`config.mk`:
```
export PLATFORM = sky130hd
export DESIGN_NAME = rrs_table
export DESIGN_NICKNAME = d
export VERILOG_FILES = /design/src/rtl/rrs_pkg.sv /design/src/rtl/rrs_ctrl.sv /design/src/rtl/rrs_data.sv /design/src/rtl/rrs_table.sv
export SDC_FILE = /design/constraint.sdc
export NUM_CORES = 1
export LEC_CHECK = 0
export BUFFER_PORTS_ARGS = -buffer_cell sky130_fd_sc_hd__buf_2
export CAP_MARGIN = 25
export CORE_MARGIN = 8
export CORE_UTILIZATION = 53
export DETAILED_ROUTE_END_ITERATION = 6
export GPL_ROUTABILITY_DRIVEN = 0
export GPL_TIMING_DRIVEN = 1
export PLACE_DENSITY_LB_ADDON = 0.08
export REMOVE_ABC_BUFFERS = 1
export SLEW_MARGIN = 40
export SYNTH_ARGS = -nofsm -noshare
export SYNTH_HDL_FRONTEND = slang
export SYNTH_SLANG_ARGS = --single-unit
```
`constraint.sdc`:
```
create_clock -name clk -period 2.1 [get_ports clk]
set_clock_uncertainty 0.2 [all_clocks]
set_input_delay 0.105 -clock clk [delete_from_list [all_inputs] [get_ports clk]]
set_output_delay 0.105 -clock clk [all_outputs]
set_load 0.05 [all_outputs]
```
`src/rtl/rrs_pkg.sv`:
```
package rrs_pkg;
  localparam int REG_CNT = 4;
  localparam int IDX_W   = (REG_CNT > 1) ? $clog2(REG_CNT) : 1;
  localparam int SRC_CNT = 2;

  // strobes from control to datapath, one bit per architectural register
  typedef struct packed {
    logic [REG_CNT-1:0] rename;   // load the issue tag
    logic [REG_CNT-1:0] capture;  // load the bus data
    logic [REG_CNT-1:0] clear;    // blank the status
  } rrsStrobe_t;
endpackage

```
`src/rtl/rrs_ctrl.sv`:
```
module rrs_ctrl
  import rrs_pkg::*;
#(
  parameter int TagW = 4
) (
  input  logic                          issueValid,
  input  logic [IDX_W-1:0]              issueDst,
  input  logic [TagW-1:0]               issueTag,
  input  logic                          busValid,
  input  logic [TagW-1:0]               busTag,
  input  logic [REG_CNT-1:0][TagW-1:0]  tagQ,
  output rrsStrobe_t                    strobe
);
  logic issueLive;
  logic busLive;

  assign issueLive = issueValid && (issueTag != '0);
  assign busLive   = busValid && (busTag != '0);

  for (genvar r = 0; r < REG_CNT; r++) begin : gReg
    logic renameHit;
    logic busHit;
    assign renameHit = issueLive && (issueDst == IDX_W'(r));
    assign busHit    = busLive && (tagQ[r] == busTag);
    assign strobe.rename[r]  = renameHit;
    assign strobe.capture[r] = busHit;
    // a fresh rename outranks the completion of the previous writer
    assign strobe.clear[r]   = busHit && !renameHit;
  end
endmodule

```
`src/rtl/rrs_data.sv`:
```
module rrs_data
  import rrs_pkg::*;
#(
  parameter int TagW  = 4,
  parameter int DataW = 64
) (
  input  logic                          clk,
  input  logic                          rstN,
  input  rrsStrobe_t                    strobe,
  input  logic [TagW-1:0]               issueTag,
  input  logic                          busValid,
  input  logic [TagW-1:0]               busTag,
  input  logic [DataW-1:0]              busData,
  input  logic [SRC_CNT-1:0][IDX_W-1:0] srcIdx,
  output logic [SRC_CNT-1:0][DataW-1:0] srcValue,
  output logic [SRC_CNT-1:0][TagW-1:0]  srcTag,
  output logic [REG_CNT-1:0][TagW-1:0]  tagQ,
  output logic [REG_CNT-1:0][DataW-1:0] valQ
);
  for (genvar r = 0; r < REG_CNT; r++) begin : gEntry
    always_ff @(posedge clk) begin
      if (!rstN) begin
        tagQ[r] <= '0;
        valQ[r] <= '0;
      end else begin
        if (strobe.rename[r]) begin
          tagQ[r] <= issueTag;
        end else if (strobe.clear[r]) begin
          tagQ[r] <= '0;
        end
        if (strobe.capture[r]) begin
          valQ[r] <= busData;
        end
      end
    end
  end

  for (genvar s = 0; s < SRC_CNT; s++) begin : gPort
    logic [TagW-1:0]  curTag;
    logic [DataW-1:0] curVal;
    logic             fwdHit;
    assign curTag = tagQ[srcIdx[s]];
    assign curVal = valQ[srcIdx[s]];
    assign fwdHit = busValid && (curTag != '0) && (busTag == curTag);
    always_comb begin
      if (fwdHit) begin
        srcTag[s]   = '0;
        srcValue[s] = busData;
      end else if (curTag != '0) begin
        srcTag[s]   = curTag;
        srcValue[s] = '0;
      end else begin
        srcTag[s]   = '0;
        srcValue[s] = curVal;
      end
    end
  end
endmodule

```
`src/rtl/rrs_table.sv`:
```
module rrs_table
  import rrs_pkg::*;
#(
  parameter int TagW  = 4,
  parameter int DataW = 64
) (
  input  logic              clk,
  input  logic              rstN,
  input  logic              issueValid,
  input  logic [IDX_W-1:0]  issueDst,
  input  logic [TagW-1:0]   issueTag,
  input  logic [IDX_W-1:0]  srcAIdx,
  input  logic [IDX_W-1:0]  srcBIdx,
  output logic [DataW-1:0]  srcAValue,
  output logic [TagW-1:0]   srcATag,
  output logic [DataW-1:0]  srcBValue,
  output logic [TagW-1:0]   srcBTag,
  input  logic              busValid,
  input  logic [TagW-1:0]   busTag,
  input  logic [DataW-1:0]  busData
);
  rrsStrobe_t                    strobe;
  logic [REG_CNT-1:0][TagW-1:0]  tagQ;
  logic [REG_CNT-1:0][DataW-1:0] valQ;
  logic [SRC_CNT-1:0][IDX_W-1:0] srcIdx;
  logic [SRC_CNT-1:0][DataW-1:0] srcValue;
  logic [SRC_CNT-1:0][TagW-1:0]  srcTag;

  assign srcIdx    = {srcBIdx, srcAIdx};
  assign srcAValue = srcValue[0];
  assign srcBValue = srcValue[1];
  assign srcATag   = srcTag[0];
  assign srcBTag   = srcTag[1];

  rrs_ctrl #(.TagW(TagW)) uCtrl (
    .issueValid (issueValid),
    .issueDst   (issueDst),
    .issueTag   (issueTag),
    .busValid   (busValid),
    .busTag     (busTag),
    .tagQ       (tagQ),
    .strobe     (strobe)
  );

  rrs_data #(.TagW(TagW), .DataW(DataW)) uData (
    .clk      (clk),
    .rstN     (rstN),
    .strobe   (strobe),
    .issueTag (issueTag),
    .busValid (busValid),
    .busTag   (busTag),
    .busData  (busData),
    .srcIdx   (srcIdx),
    .srcValue (srcValue),
    .srcTag   (srcTag),
    .tagQ     (tagQ),
    .valQ     (valQ)
  );
endmodule

```
# Word level (Yosys, flattened, before mapping)
# Cells that the tools add are included.
[word_totals]
ff_bits = 272
out_inout_bits = 136
word_cells = 74
input_bits = 82
[op_classes]
magnitude_cmp = 2
muxes = 24
n_reduce_logical = 31
eq_ne = 9
[ops]
columns = ["operator", "count"]
rows = [
  ["$mux 64", 6],
  ["$bmux 64 s2", 2],
  ["$mux 4", 14],
  ["$eq 4x4->1", 6],
  ["$logic_and 1x1->1", 18],
  ["$bmux 4 s2", 2],
  ["$reduce_bool 4->1", 4],
  ["$reduce_bool 2->1", 4],
  ["$lt 2x3->1 const B", 2],
  ["$eq 2x2->1 const B", 2],
  ["$logic_not 1->1", 4],
  ["$eq 2x1->1 const B", 1],
  ["$logic_not 2->1", 1],
]

# Logic depth before layout (Yosys ltp)
[logic_depth]
word_depth = 7
mapped_depth = 8
ltp_nobuf = 4

# Cells and area by module
# From an unflattened synthesis, not the netlist that was laid out.
[unflattened]
cells_unflattened = 1312
hier_area_um2 = 15504.9
[by_module_without_submodules]
columns = ["mod", "instances", "cells_each", "seq_area_each_um2", "area_each_um2"]
rows = [
  ["rrs_data", 1, 1264, 5445.2, 15129.5],
  ["rrs_ctrl", 1, 48, 0.0, 375.4],
]

# Worst setup path after synthesis
# No wires, ideal clock.
[synth_timing]
path_kind = "register to output"
start = "reg uData.tagQ[14] (netlist name)"
end = "out srcATag[0]"
t_required_ns = 1.795
n_path_buf = 2
t_arrival_ns = 2.737
slack_ns = -0.942
path_stages_with_launch = 7
cell_sequence = "dfxtp_1 -> mux4_2 -> nor4_1 -> nor2_1 -> clkbuf_1 -> buf_2 -> a21boi_0"
[synth_between]
elab_chain_len = 6
word_cells_on_any_way = 8
classes_between = "eq/ne: 1; mux: 4; reduce/logical: 3"
[synth_lines]
columns = ["element", "line", "source"]
rows = [
  ["start: declaration", "rrs_data.sv:17", "output logic [REG_CNT-1:0][TagW-1:0] tagQ,"],
  ["start signal: indexed assignment", "rrs_data.sv:27", "tagQ[r] <= issueTag;"],
  ["$bmux 4 s2 (*)", "rrs_data.sv:42", "assign curTag = tagQ[srcIdx[s]];"],
  ["$mux 4 (not written as such) (*)", "rrs_data.sv:42", ""],
  ["$reduce_bool 4->1", "rrs_data.sv:44, rrs_data.sv:49", ""],
  ["$logic_and 1x1->1 (2 in series)", "rrs_data.sv:44", "assign fwdHit = busValid && (curTag != '0) && (busTag == curTag);"],
  ["$mux 4 (*)", "rrs_data.sv:46", "if (fwdHit) begin"],
  ["end: declaration", "rrs_table.sv:15", "output logic [TagW-1:0] srcATag,"],
]
# Mark *: on every way between the ends. The rest lies on a longest branch, timed or not. The select of a mux whose other input is x is not followed.

# Worst setup path after layout
[layout_timing]
start = "reg uData.tagQ[13] (netlist name)"
end = "out srcAValue[13]"
[layout_between]
elab_chain_len = 6
word_cells_on_any_way = 8
classes_between = "eq/ne: 1; mux: 4; reduce/logical: 3"
[layout_lines]
columns = ["element", "line", "source"]
rows = [
  ["$bmux 4 s2 (*)", "rrs_data.sv:42", ""],
  ["$mux 4 (not written as such) (*)", "rrs_data.sv:42", ""],
  ["$reduce_bool 4->1", "rrs_data.sv:44, rrs_data.sv:49", ""],
  ["$logic_and 1x1->1 (2 in series)", "rrs_data.sv:44", ""],
  ["$mux 64 (*)", "rrs_data.sv:46", ""],
  ["end: declaration", "rrs_table.sv:14", "output logic [DataW-1:0] srcAValue,"],
]
# Marked as above.

==> out/results.ini <==
[min_path]
min_path_type = input pin to register
hp-start = busTag[0]
min_path_cells = 5
min_to = uData.valQ[99]

[power]
p_seq_share_pct = 38.9
pwr_density_cell_nw_per_um2 = 618
power.switching_mw = 4.02
p_sw_share_pct = 29.4
p_int_mw = 9.63
pwr-share-clk_pct = 39.7
combPwrFrac_pct = 21.4
ir_drop_mv = 0.594
p_leak_nw = 8.15
p_total_mw = 13.6

[route]
num_vias = 16417
viasPerCell = 7.02
drt_iter0_markers = 1952
wl_microns = 61600
post-route-drc-count = 0
wl_per_cell_microns = 26.3
drt_pre_antenna_iters = 6
drtAntennaViolNets = 0

[sta]
tightest_slew_ns = 0.672
timing.final.crit_period_ns = 3.02
finalCritPeriodShare_pct = 144
rsz0062_at_grt = yes
finalHoldViolCount = 0
maxSlewViolCount = 0
slew_headroom_pct = 55.2
setup_viol = 137
fin_setup_tns_ns = -116.22
fmax_mhz = 331
worst_slack_ns = -0.922

[clock_tree]
clkTransAtPathRegs_ns = 0.06
htree_levels = 1
cts_tree = built
cts-root-buf = clkbuf_16
cts_made_buffers = 30
worstSkewPairLatency_ns = 0.55
clock-sinks = 272
clockBufferDepth = 3

[synth]
synthArstFlopShare_pct = 0
synth_simple_gate_area_share_pct = 9.84
synth-xor-area-share_pct = 1.26
ys_ff_latch = 272
synth_edf_count = 0
synthDistinctLibCells = 34
yosys_warnings = 0
syn_area_per_cell_sq_um = 9.76
synth_compound_area_share_pct = 30.1
synthFlopType = dfxtp_1
synth-adder-area-share_pct = 0
synth.area.mux_share_pct = 19.3
netlist_area_sq_um = 16000
syn_inst = 1644
synth_top_family_by_area = compound AO/OA/AOI/OAI gates
seq_area_frac_synth_pct = 33.9

[layout]
fin_area_sq_um = 22100
nNetsFinal = 2006
final_cells = 2338
insertedDiodeCount = 0
syn2layout_area_growth_pct = 37.7
layout-drive-gt1-share_pct = 36.8

[place]
post_dp_cell_area_sq_um = 18300
port_buffers = 217
dp_hpwl_microns = 34200
place_ws_ns = -0.552
post-place-cells = 2163

[floorplan]
num_rows = 63
io-pin-count = 218
core_area_sq_um = 29700
die_h_microns = 190
dieArea_sq_um = 36100
start_util_pct = 54.0
fp.dieW_microns = 190

[setup_path]
crit_type = register to primary output
cp-end-kind = primary output
critPathMaxFanout = 9
reg2reg_depth = 8
required_ns = 1.79
r2r_end = uData.valQ[39]
cp.arrival_ns = 2.72
r2r_start = uData.tagQ[0]
reg2reg_slack_ns = -0.07
critPathLaunchType = register

[grt]
grt_pass1_vias = 16013
grt_overflow_total = 0
antenna_found_initial = 0
grt_use_total_pct = 30.9
grt_pass1_wl_microns = 90800
grt_max_degree = 87

[run_status]
violations = negative setup slack
status = finished with violations

[job]
drv_cap = 0

## critical path, cell delays in order (launching register included)
cell       delay [ns]
dfxtp_2          0.32
mux4_2           0.51
xor2_2           0.18
nor4_4           0.33
buf_6            0.25
clkbuf_16        0.19
a32o_2           0.20
buf_6            0.17
## synth_stat cells (3+ instances only)
| cell | instances | share of area [%] |
|---|---|---|
| a32o_1 | 128 | 8.0 |
| o21ai_0 | 256 | 8.0 |
| nand4_1 | 8 | 0.31 |
| mux2i_1 | 3 | 0.19 |
| nand2_1 | 12 | 0.28 |
| nand3_1 | 259 | 8.1 |
| nor2_1 | 3 | 0.070 |
| inv_1 | 3 | 0.070 |
| nor4_1 | 3 | 0.12 |
| buf_1 | 15 | 0.35 |
| and4_1 | 4 | 0.22 |
| mux4_2 | 136 | 19 |
| dfxtp_1 | 272 | 34 |
| o211ai_1 | 16 | 0.75 |
| a21boi_0 | 266 | 12 |
| a21boi_1 | 14 | 0.66 |
| xnor2_1 | 18 | 0.98 |
| buf_2 | 20 | 0.62 |
| clkbuf_1 | 180 | 4.2 |
| nor4_4 | 3 | 0.40 |
| buf_4 | 6 | 0.28 |
| xor2_1 | 5 | 0.27 |
## what timing repair did
item / 4_1_cts / 5_1_grt
hold buffers: 78 / 0
cloned: 5 / 13
resized for setup: 330 / 169
pin swaps: 18 / 32
setup endpoints to repair: 139 / 244
buffers inserted: 10 / 14
hold endpoints to repair: 272 / 0
## stage by stage
step	hold WS, ns	util [%]
floorplan	0.0499	-
detailed placement	0.218	61.6
global route	0.145	74.4
global placement	0.211	61.6
finish	0.103	74.4
CTS	0.0481	71.7
## state kept, by name, summed over array words and instances (netlist names)
| register | flops |
|---|---|
| uData.valQ | 256 |
| uData.tagQ | 16 |
## cell usage in the layout, fill, tap and decap left out, types with 5 or more instances in the layout
cell type and count:
a32o_2 97, dlygate4sd3_1 78, xnor2_1 14, a21boi_0 258, clkinv_2 9, buf_2 78
dfxtp_1 260, clkbuf_16 42, buf_6 129, nand4_1 8, a21boi_1 15, buf_4 88
nand2_1 12, clkinvlp_4 5, nand3_1 259, dfxtp_2 12, o21ai_1 7, o211ai_1 16
a32o_1 31, mux4_2 136, o21ai_0 249, nor4_4 5, buf_8 32, buf_12 49
a21boi_2 6
## metal layers
| layer | up-vias | global-route usage (%) | part of all wire [%] |
|---|---|---|---|
| met3 | 171 | 5.13 | 10 |
| met1 | 8166 | 40.5 | 39 |
| met4 | 0 | 11.0 | 3.1 |
| met2 | 1051 | 50.9 | 48 |
| li1 | 7029 | - | - |
| met5 | - | 0 | 0 |
## cells by family (layout without fill, tap and decap cells)
kind of cell	count (synthesis)	count (layout)
AND/OR/NAND/NOR	301	301
buffers and inverters	224	528
AO/OA/AOI/OAI	684	684
flip-flops	272	272
XOR/XNOR	23	23
multiplexers	140	140
## how the worst max path moves through the flow
stage	startpoint	endpoint	slack [ns]	cells past startpoint
after floorplan	busTag[1]	uData.valQ[40]	-6.65	4
after global placement	srcBIdx[0]	srcBTag[3]	-0.56	10
after detailed placement	srcBIdx[0]	srcBTag[3]	-0.55	10
after CTS	uData.tagQ[14]	srcBValue[2]	-0.89	8
after global routing	uData.tagQ[15]	srcBValue[59]	-0.96	8
final	uData.tagQ[13]	srcAValue[13]	-0.92	7
## cell type report
class | count | area (sq um)
tap | 390 | 488
clock inverter | 18 | 181
timing repair buffer | 469 | 5130
inverter | 3 | 11.3
sequential | 272 | 5460
clock buffer | 38 | 832
fill | 2029 | 7620
multi-input combinational | 1148 | 9990
## power groups by stage
stage	Combinational [mW]	Clock, mW	Sequential, mW
finish	2.92	5.42	5.31
global route	3.02	5.67	5.32
CTS	2.70	5.45	5.31
detailed placement	2.31	0	5.42
global placement	2.30	0	5.41
floorplan	1.08	0	5.40
No activity file was read; power rests on OpenSTA's default activity.
